==> src/rtl/i2c_rs_pkg.sv <==
package i2c_rs_pkg;

    typedef enum logic [2:0] {
        ST_IDLE,
        ST_SCL_LOW,
        ST_SDA_REL,
        ST_SCL_REL,
        ST_HIGH_HOLD,
        ST_SDA_LOW
    } rs_state_e;

    localparam int FLAG_IRQ  = 0;
    localparam int FLAG_BCOL = 1;
    localparam int FLAG_WCOL = 2;
    localparam int N_FLAGS   = 3;

    localparam int LINE_SCL = 0;
    localparam int LINE_SDA = 1;
    localparam int N_LINES  = 2;

endpackage

==> src/rtl/i2c_line_sync.sv <==
module i2c_line_sync #(
    parameter int LINES  = 2,
    parameter int STAGES = 2
) (
    input  logic             clk,
    input  logic             rst_n,
    input  logic [LINES-1:0] raw,
    output logic [LINES-1:0] synced
);

    for (genvar g = 0; g < LINES; g++) begin : g_line
        logic [STAGES-1:0] pipe;

        always_ff @(posedge clk or negedge rst_n) begin
            if (!rst_n) begin
                pipe <= '1;
            end else begin
                pipe <= {pipe[STAGES-2:0], raw[g]};
            end
        end

        assign synced[g] = pipe[STAGES-1];
    end

endmodule

==> src/rtl/i2c_baud_cnt.sv <==
module i2c_baud_cnt #(
    parameter int W = 7
) (
    input  logic         clk,
    input  logic         rst_n,
    input  logic         ld,
    input  logic [W-1:0] ld_val,
    output logic         tmo
);

    logic [W-1:0] cnt;

    always_ff @(posedge clk or negedge rst_n) begin
        if (!rst_n) begin
            cnt <= '0;
        end else if (ld) begin
            cnt <= ld_val;
        end else if (cnt != '0) begin
            cnt <= cnt - 1'b1;
        end
    end

    assign tmo = (cnt == '0);

endmodule

==> src/rtl/i2c_rs_fsm.sv <==
module i2c_rs_fsm
    import i2c_rs_pkg::*;
(
    input  logic clk,
    input  logic rst_n,
    input  logic go,
    input  logic scl_s,
    input  logic sda_s,
    input  logic tmo,
    output logic ld,
    output logic scl_oe,
    output logic sda_oe,
    output logic busy,
    output logic done_ev,
    output logic bcol_ev
);

    rs_state_e st, st_nx;
    logic      hold, hold_nx;

    always_ff @(posedge clk or negedge rst_n) begin
        if (!rst_n) begin
            st   <= ST_IDLE;
            hold <= 1'b0;
        end else begin
            st   <= st_nx;
            hold <= hold_nx;
        end
    end

    always_comb begin
        st_nx   = st;
        hold_nx = hold;
        ld      = 1'b0;
        done_ev = 1'b0;
        bcol_ev = 1'b0;
        unique case (st)
            ST_IDLE: begin
                if (go) begin
                    st_nx = ST_SCL_LOW;
                end
            end
            ST_SCL_LOW: begin
                if (!scl_s) begin
                    st_nx   = ST_SDA_REL;
                    ld      = 1'b1;
                    hold_nx = 1'b0;
                end
            end
            ST_SDA_REL: begin
                if (tmo && sda_s) begin
                    st_nx = ST_SCL_REL;
                end
            end
            ST_SCL_REL: begin
                if (scl_s) begin
                    if (sda_s) begin
                        st_nx = ST_HIGH_HOLD;
                        ld    = 1'b1;
                    end else begin
                        st_nx   = ST_IDLE;
                        bcol_ev = 1'b1;
                    end
                end
            end
            ST_HIGH_HOLD: begin
                if (!scl_s) begin
                    st_nx   = ST_IDLE;
                    bcol_ev = 1'b1;
                end else if (tmo) begin
                    st_nx = ST_SDA_LOW;
                    ld    = 1'b1;
                end
            end
            ST_SDA_LOW: begin
                if (tmo) begin
                    st_nx   = ST_IDLE;
                    done_ev = 1'b1;
                    hold_nx = 1'b1;
                end
            end
            default: begin
                st_nx   = ST_IDLE;
                hold_nx = 1'b0;
            end
        endcase
    end

    always_comb begin
        scl_oe = 1'b0;
        sda_oe = 1'b0;
        busy   = 1'b1;
        unique case (st)
            ST_IDLE: begin
                sda_oe = hold;
                busy   = 1'b0;
            end
            ST_SCL_LOW: begin
                scl_oe = 1'b1;
                sda_oe = hold;
            end
            ST_SDA_REL: begin
                scl_oe = 1'b1;
            end
            ST_SCL_REL, ST_HIGH_HOLD: begin
                scl_oe = 1'b0;
            end
            ST_SDA_LOW: begin
                sda_oe = 1'b1;
            end
            default: begin
                busy = 1'b0;
            end
        endcase
    end


    sda_release_chk: assert property (@(posedge clk) disable iff (!rst_n)
        $fell(sda_oe) |-> scl_oe);


    scl_release_chk: assert property (@(posedge clk) disable iff (!rst_n)
        $fell(scl_oe) |-> $past(sda_s));


    sda_drive_chk: assert property (@(posedge clk) disable iff (!rst_n)
        $rose(sda_oe) |-> ($past(scl_s) && !scl_oe));


    bcol_release_chk: assert property (@(posedge clk) disable iff (!rst_n)
        bcol_ev |=> (!scl_oe && !sda_oe && !busy));

endmodule

==> src/rtl/i2c_rstart_seq.sv <==
module i2c_rstart_seq
    import i2c_rs_pkg::*;
#(
    parameter int DIV_W       = 7,
    parameter int CTL_W       = 5,
    parameter int RS_BIT      = 1,
    parameter int DATA_W      = 8,
    parameter int SYNC_STAGES = 2
) (
    input  logic              clk,
    input  logic              rst_n,
    input  logic [DIV_W-1:0]  div_val,
    input  logic              ctl_wr,
    input  logic [CTL_W-1:0]  ctl_wdata,
    output logic [CTL_W-1:0]  ctl_q,
    input  logic              txb_wr,
    input  logic [DATA_W-1:0] txb_wdata,
    output logic [DATA_W-1:0] txb_q,
    input  logic [2:0]        flag_clr,
    input  logic              scl_in,
    input  logic              sda_in,
    output logic              scl_oe,
    output logic              sda_oe,
    output logic              start_seen,
    output logic              irq_flag,
    output logic              bcol_flag,
    output logic              wcol_flag
);

    localparam logic [CTL_W-1:0] RS_MASK = CTL_W'(1) << RS_BIT;

    logic [N_LINES-1:0] raw_lines, syn_lines;
    logic               scl_s, sda_s, scl_p, sda_p;
    logic               go, ld, tmo, busy, done_ev, bcol_ev;
    logic [N_FLAGS-1:0] flags, flag_set;

    assign raw_lines[LINE_SCL] = scl_in;
    assign raw_lines[LINE_SDA] = sda_in;

    i2c_line_sync #(
        .LINES  (N_LINES),
        .STAGES (SYNC_STAGES)
    ) u_sync (
        .clk    (clk),
        .rst_n  (rst_n),
        .raw    (raw_lines),
        .synced (syn_lines)
    );

    assign scl_s = syn_lines[LINE_SCL];
    assign sda_s = syn_lines[LINE_SDA];

    i2c_baud_cnt #(
        .W (DIV_W)
    ) u_baud (
        .clk    (clk),
        .rst_n  (rst_n),
        .ld     (ld),
        .ld_val (div_val),
        .tmo    (tmo)
    );

    assign go = ctl_wr && !busy && ctl_wdata[RS_BIT]
             && ((ctl_q & ~RS_MASK) == '0)
             && ((ctl_wdata & ~RS_MASK) == '0);

    i2c_rs_fsm u_fsm (
        .clk     (clk),
        .rst_n   (rst_n),
        .go      (go),
        .scl_s   (scl_s),
        .sda_s   (sda_s),
        .tmo     (tmo),
        .ld      (ld),
        .scl_oe  (scl_oe),
        .sda_oe  (sda_oe),
        .busy    (busy),
        .done_ev (done_ev),
        .bcol_ev (bcol_ev)
    );

    always_ff @(posedge clk or negedge rst_n) begin
        if (!rst_n) begin
            ctl_q <= '0;
        end else if (ctl_wr && !busy) begin
            ctl_q <= (ctl_wdata & ~RS_MASK) | (go ? RS_MASK : '0);
        end else if (done_ev || bcol_ev) begin
            ctl_q <= ctl_q & ~RS_MASK;
        end
    end

    always_ff @(posedge clk or negedge rst_n) begin
        if (!rst_n) begin
            txb_q <= '0;
        end else if (txb_wr && !busy) begin
            txb_q <= txb_wdata;
        end
    end

    always_comb begin
        flag_set            = '0;
        flag_set[FLAG_IRQ]  = done_ev;
        flag_set[FLAG_BCOL] = bcol_ev;
        flag_set[FLAG_WCOL] = txb_wr && busy;
    end

    always_ff @(posedge clk or negedge rst_n) begin
        if (!rst_n) begin
            flags <= '0;
        end else begin
            flags <= (flags & ~flag_clr) | flag_set;
        end
    end

    assign irq_flag  = flags[FLAG_IRQ];
    assign bcol_flag = flags[FLAG_BCOL];
    assign wcol_flag = flags[FLAG_WCOL];

    always_ff @(posedge clk or negedge rst_n) begin
        if (!rst_n) begin
            scl_p      <= 1'b1;
            sda_p      <= 1'b1;
            start_seen <= 1'b0;
        end else begin
            scl_p <= scl_s;
            sda_p <= sda_s;
            if (scl_s && scl_p && sda_p && !sda_s) begin
                start_seen <= 1'b1;
            end else if (scl_s && scl_p && !sda_p && sda_s) begin
                start_seen <= 1'b0;
            end
        end
    end


    txb_keep_chk: assert property (@(posedge clk) disable iff (!rst_n)
        (busy && txb_wr) |=> $stable(txb_q));


    ctl_keep_chk: assert property (@(posedge clk) disable iff (!rst_n)
        (busy && ctl_wr && !done_ev && !bcol_ev) |=> $stable(ctl_q));


    irq_source_chk: assert property (@(posedge clk) disable iff (!rst_n)
        $rose(irq_flag) |-> $past(done_ev));

endmodule

==> config.mk <==
export PLATFORM = sky130hd
export DESIGN_NAME = i2c_rstart_seq
export DESIGN_NICKNAME = d
export VERILOG_FILES = /design/src/rtl/i2c_rs_pkg.sv /design/src/rtl/i2c_line_sync.sv /design/src/rtl/i2c_baud_cnt.sv /design/src/rtl/i2c_rs_fsm.sv /design/src/rtl/i2c_rstart_seq.sv
export SDC_FILE = /design/constraint.sdc
export NUM_CORES = 1
export LEC_CHECK = 0
export ABC_AREA = 1
export BUFFER_PORTS_ARGS = -buffer_cell sky130_fd_sc_hd__buf_4
export CAP_MARGIN = 20
export CORE_MARGIN = 5
export CORE_UTILIZATION = 46
export CTS_CLUSTER_SIZE = 8
export DETAILED_ROUTE_END_ITERATION = 16
export PLACE_DENSITY = 0.74
export RECOVER_POWER = 25
export SLEW_MARGIN = 20
export SYNTH_ARGS = -nofsm -noshare
export SYNTH_HDL_FRONTEND = slang
export SYNTH_SLANG_ARGS = --single-unit
==> constraint.sdc <==
create_clock -name clk -period 1.57 [get_ports clk]
set_clock_uncertainty 0.05 [all_clocks]
set_input_delay 0.314 -clock clk [delete_from_list [all_inputs] [get_ports clk]]
set_output_delay 0.314 -clock clk [all_outputs]
set_load 0.005 [all_outputs]
Word level (Yosys, flattened, before mapping):

Cells that the tools add are included.

* bits in registers: 34
* bits of input ports: 29
* output and inout port bits: 19
* logic and storage cells: 91

* add/sub/neg operators: 1
* equal/unequal tests: 11
* multiplexer cells: 32
* bitwise gates (word level): 5
* reductions and logical operators: 30

Operators by type and width (number)
* 2-to-1 mux 3 bit: 8
* case mux 3 bit (6 select lines): 1
* 2-to-1 mux 1 bit: 14
* 2-to-1 mux 7 bit: 2
* logical AND 1 bit: 12
* logical NOT 5 bit: 2
* logical NOT 7 bit: 1
* nonzero test 7 bit: 1
* subtractor 7 x 1 -> 7 bit (second input constant): 1
* == test 3 x 2 -> 1 bit (second input constant): 2
* == test 3 bit (second input constant): 2
* != test 2 bit (second input constant): 3
* case mux 1 bit (3 select lines): 2
* AND reduction 6 bit: 1
* nonzero test 2 bit: 3
* 2-to-1 mux 5 bit: 1
* OR 5 x 2 -> 5 bit: 1
* OR reduction 5 bit: 1
* 2-to-1 mux 2 bit: 2
* != test 2 x 1 -> 1 bit (second input constant): 2
* case mux 1 bit (2 select lines): 2
* OR reduction 2 bit: 2
* OR reduction 4 bit: 1
* bitwise AND 3 bit: 1
* other kinds (9): 11

Longest topological paths before layout:

* depth in word-level cells: 11
* depth in mapped cells: 11
* depth with buffers taken out: 11

By module:

A second synthesis with hierarchy kept.

* cells, all modules: 218
* area total of the unflattened synthesis: 1785.5 µm²

By module, submodules not included
* i2c_rstart_seq: instances 1, cells an instance 95, area each 812.0 µm², seq. area each 478.0 µm²
* i2c_baud_cnt: instances 1, cells an instance 59, area each 483.0 µm², seq. area each 175.2 µm²
* i2c_rs_fsm: instances 1, cells an instance 58, area each 370.4 µm², seq. area each 100.1 µm²
* i2c_line_sync: instances 1, cells an instance 6, area each 120.1 µm², seq. area each 105.1 µm²

Least setup slack after synthesis:

No wires, ideal clock.

* path type: register -> register
* start: register u_baud.cnt[0]
* end: register u_baud.cnt[6]
* library setup time: 0.130 ns
* arrival time: 1.328 ns
* data required time: 1.390 ns
* setup slack: 0.062 ns
* stages on the path, launching flop included: 11
* path buffers: 1
* period minus slack after synthesis: 1.508 ns
* path through: dfrtp_1 inv_1 ha_1 nand2_1 nor2_1 nand2_1 nand2_1 nand3_2 nand2_2 buf_6 o21ai_0

* longest elaborated chain between the ends: 5
* elaborated cells on any way between the ends: 9
* classes of those cells: add/sub: 1; mux: 5; reduce/logical: 3

RTL lines
* start, declared: RTL line i2c_baud_cnt.sv:11 `logic [W-1:0] cnt;`
* start signal, assigned: RTL line i2c_baud_cnt.sv:17 `cnt <= ld_val;`
* start signal, assigned: RTL line i2c_baud_cnt.sv:19 `cnt <= cnt - 1'b1;`
* branches (longest 5 deep; another with subtractor 7 x 1 -> 7 bit)

Several ways; the timed one is not identified. The select of a mux whose other input is x is not followed.
A chain may end at the register's enable or synchronous reset.

Worst setup path in the final report:

* start: register u_fsm.st[1]
* end: output port sda_oe

* longest elaborated chain between the ends: 3
* elaborated cells on any way between the ends: 5
* classes of those cells: eq/ne: 2; mux: 1; reduce/logical: 2

RTL lines
* start, declared: RTL line i2c_rs_fsm.sv:18 `rs_state_e st, st_nx;`
* start signal, assigned: RTL line i2c_rs_fsm.sv:26 `st <= st_nx;`
* == test 3 x 1 -> 1 bit or logical NOT 3 bit (tied branches): RTL line i2c_rs_fsm.sv:93 `unique case (st)`
* OR reduction 2 bit (no source line)
* case mux 1 bit (2 select lines) *: RTL line i2c_rs_fsm.sv:93
* end, declared: RTL line i2c_rstart_seq.sv:23 `output logic sda_oe,`

Mark *: on every way between the ends. The rest lies on a longest branch, timed or not.

==> run metrics <==
Top Family by Delay on Critical Path=flip-flops; Critical R2R Launch=u_baud.cnt[1]$_DFFE_PN0P_; total gr overflow=0; port bufs=47; Die Area=0.00485 sq mm; crit path buf inv count=2; Final min period=around 1600 ps; Clock Latency Late Sink=~340 ps; Die Y=about 70 um; maximum VDD drop=1.22 mV; CP max FO=4; Slew Viols, Final=0; largest family of logic cells by synthesized area=simple AND/OR/NAND/NOR gates; Syn Nets=217; post-synthesis cell type count=26; area share of and/or/nand/nor cells after synthesis=0.258; Setup WS post-layout=-25.6 ps; max incr delay on CP=450 ps; xor/xnor share of the synthesized area=0.0214; r2r setup slk=0 ps; Least-Margin Pin Slew=around 800 ps; mux cell area share after synthesis=0.0550; post-DR wirelength/cell=12.5 um; CTS tree=built; initial antenna violation count=0; n_diodes=0; hold endpoint=u_sync.g_line[0].pipe[0]$_DFF_PN1_; fraction of layout cells with a size suffix above 1=0.481; H-tree depth=2; reg-to-reg endpoint=u_baud.cnt[1]$_DFFE_PN0P_; area grow syn2layout=45.7%; most used cell, CP=nand2_1; Final setup viols=2; Hold Vio Cnt, Final=0; Tot Pwr=around 4.3 mW; failing checks=setup timing; # DRC=0; RSZ-0062 raised after global routing=yes; Root Buffer=clkbuf_4; Seq/Total Area, Yosys=0.524; row cnt=21; antenna-violating nets left=0; Arrival @ worst endpoint=around 1200 ps; Final Non-Filler Cells=310; Hold Crit Depth=1; via count=1496; nets@finish=about 300; half-perimeter wire length after placement=around 2.6 mm; Synth Area in Compound Gates=0.0710; Placed Instances=290; Max Buffers Root-to-Sink=2; most frequent cells in the layout=buf_4 (63), nand2_1 (43), dfrtp_1 (26), inv_1 (15), nor2_1 (13); Syn Std Cell Area=0.00164 sq mm; Fmax=627 MHz; I/O pin cnt=48; Worst path slowest cell=dfrtp_2; status=finished, violations left; crit path launch type=flop; global-route wire length before repair=~6.2 mm; Worst slew margin=0.470; adder-cell share of the synthesized area=0.00764; Placer Congestion=0.907; Setup Crit Path Kind=flop to output pin; vias in the first global route=~1500; worst hold path class=input port to flop; initial drt markers=100; Sum Neg Setup Slack=-47.8 ps; worst-case reg-to-reg path depth=11; clock-pin transition on the worst setup and hold timing paths=approximately 100 ps; Synth Instances=around 190; Tot GR Track Use=0.159; Initial Utilization=0.483; leakage=about 1.2 nW; Core Region=roughly 0.0034 sq mm; Max Cap Viol=0; CTS Buf Count=5; Fin Hold WS=between 20 and 30 ps; DIE WIDTH=between 60 and 70 um; CTS sink cnt=34; Mapped Avg Cell Area=8.76 sq um; Util after Layout=0.704; DRT Wirelength=3.88 mm; flops & latches, synth=34; worst endpoint required time=around 1200 ps; hold wc startpoint=scl_in; largest net degree at the start of global routing=35; most common cell after layout, fill and taps aside=buf_4; Yosys Warn Count=0; total power per unit cell area=1790 mW/mm^2; CP endpoint kind=output pin; final period utilization=1.02; routed vias/inst=approximately 4.8; filler cell count=~250; critical-path cell list=buf_6, nor2_4, nand2_1, nand2_1, buf_4; DRT Pass-1 Iters=4
[area by class of cell]
cell class	instances	area (sq um)	share of cell area
multi-input combinational	129	785	0.329
clock buffer	7	55.1	0.0231
timing repair buffer	70	537	0.225
inverter	23	86.3	0.0362
tap	46	57.6	0.0241
sequential	34	861	0.361
clock inverter	1	5.00	0.00210
[logic make-up after synthesis]
family | count (synthesis)
AOI/OAI and AO/OA | 22
xor gates and xnor gates | 4
adders and majority gates | 1
buffers and inverters | 25
DFF | 34
muxes | 8
and+or+nand+nor | 93
[cells in the mapped netlist]
| library cell | instances | area (sq um) |
|---|---|---|
| a21oi_1 | 5 | 25.0 |
| buf_2 | 1 | 5.00 |
| buf_6 | 1 | 11.3 |
| dfrtp_1 | 28 | 701 |
| dfstp_2 | 6 | 158 |
| ha_1 | 1 | 12.5 |
| inv_1 | 21 | 78.8 |
| inv_2 | 2 | 7.51 |
| mux2_1 | 1 | 11.3 |
| mux2_2 | 7 | 78.8 |
| nand2_1 | 53 | 199 |
| nand2_2 | 3 | 18.8 |
| nand3_1 | 9 | 45.0 |
| nand3_2 | 1 | 10.0 |
| nand3_4 | 1 | 17.5 |
| nand4_1 | 4 | 25.0 |
| nor2_1 | 16 | 60.1 |
| nor2_2 | 3 | 18.8 |
| nor2_4 | 2 | 22.5 |
| o21ai_0 | 13 | 65.1 |
| o21ai_1 | 1 | 5.00 |
| o22ai_1 | 1 | 6.26 |
| o31ai_1 | 2 | 15.0 |
| or2_2 | 1 | 6.26 |
| xnor2_1 | 2 | 17.5 |
| xor2_1 | 2 | 17.5 |
[registers in the layout (all words and copies together) (netlist names)]
name and cells:
ctl_q 5, flags 3, scl_p 1, sda_p 1
start_seen 1, txb_q 8, u_baud.cnt 7, u_fsm.hold 1
u_fsm.st 3, u_sync.g_line.pipe 4
[through the flow]
stage	area [sq um]	setup slack [ps]
6_report	2390	-25.6
5_1_grt	2390	-115
4_1_cts	2260	-45.8
3_5_place_dp	2120	-21.9
3_3_place_gp	2120	53.5
2_1_floorplan	1640	62.2
[per-layer routing]
metal / share of wire / global-route usage / vias up
met5: 0 / 0 / -
met4: 0.024 / 0.0574 / 0
met3: 0.044 / 0.0507 / 10
met2: 0.50 / 0.266 / 45
met1: 0.43 / 0.193 / 692
li1: - / - / 749
[worst register-to-register path: stages (launching register included)]
cell and delay (ps):
dfrtp_1 400, inv_2 90, ha_4 150, nand2_2 60, nor2_1 100, nand2_1 110, nand2_2 110, nand3_4 100
nand2_4 130, nand2_2 60, nand2_1 60, nand2_1 40
[how the worst max path moves through the flow]
stage | start | to | slack (ps) | cells past startpoint
after floorplan | u_baud.cnt[0]$_DFFE_PN0P_ | u_baud.cnt[6]$_DFFE_PN0P_ | 60 | 10
after global placement | u_baud.cnt[0]$_DFFE_PN0P_ | u_baud.cnt[1]$_DFFE_PN0P_ | 50 | 11
after detailed placement | u_baud.cnt[1]$_DFFE_PN0P_ | u_baud.cnt[1]$_DFFE_PN0P_ | -20 | 11
after CTS | u_fsm.st[1]$_DFFE_PN0P_ | sda_oe | -50 | 6
after global routing | u_fsm.st[2]$_DFFE_PN0P_ | scl_oe | -120 | 4
final | u_fsm.st[1]$_DFFE_PN0P_ | sda_oe | -30 | 5
[report_power, final]
part / internal, mW / switching [mW] / total [mW]
Clock: 0.217 / 0.290 / 0.507
Sequential: 1.22 / 0.261 / 1.48
Combinational: 1.16 / 1.11 / 2.27
Total: 2.60 / 1.66 / 4.26
[what timing repair did]
action | CTS | global route
resized for setup | 10 | 31
gates cloned | 0 | 1
buffers inserted | 6 | 4
hold buffers | 1 | 0
setup endpoints to repair | 3 | 22
pin swaps | 1 | 12
endpoints found under the hold margin | 28 | 0
(Power assumes the default switching activity.)
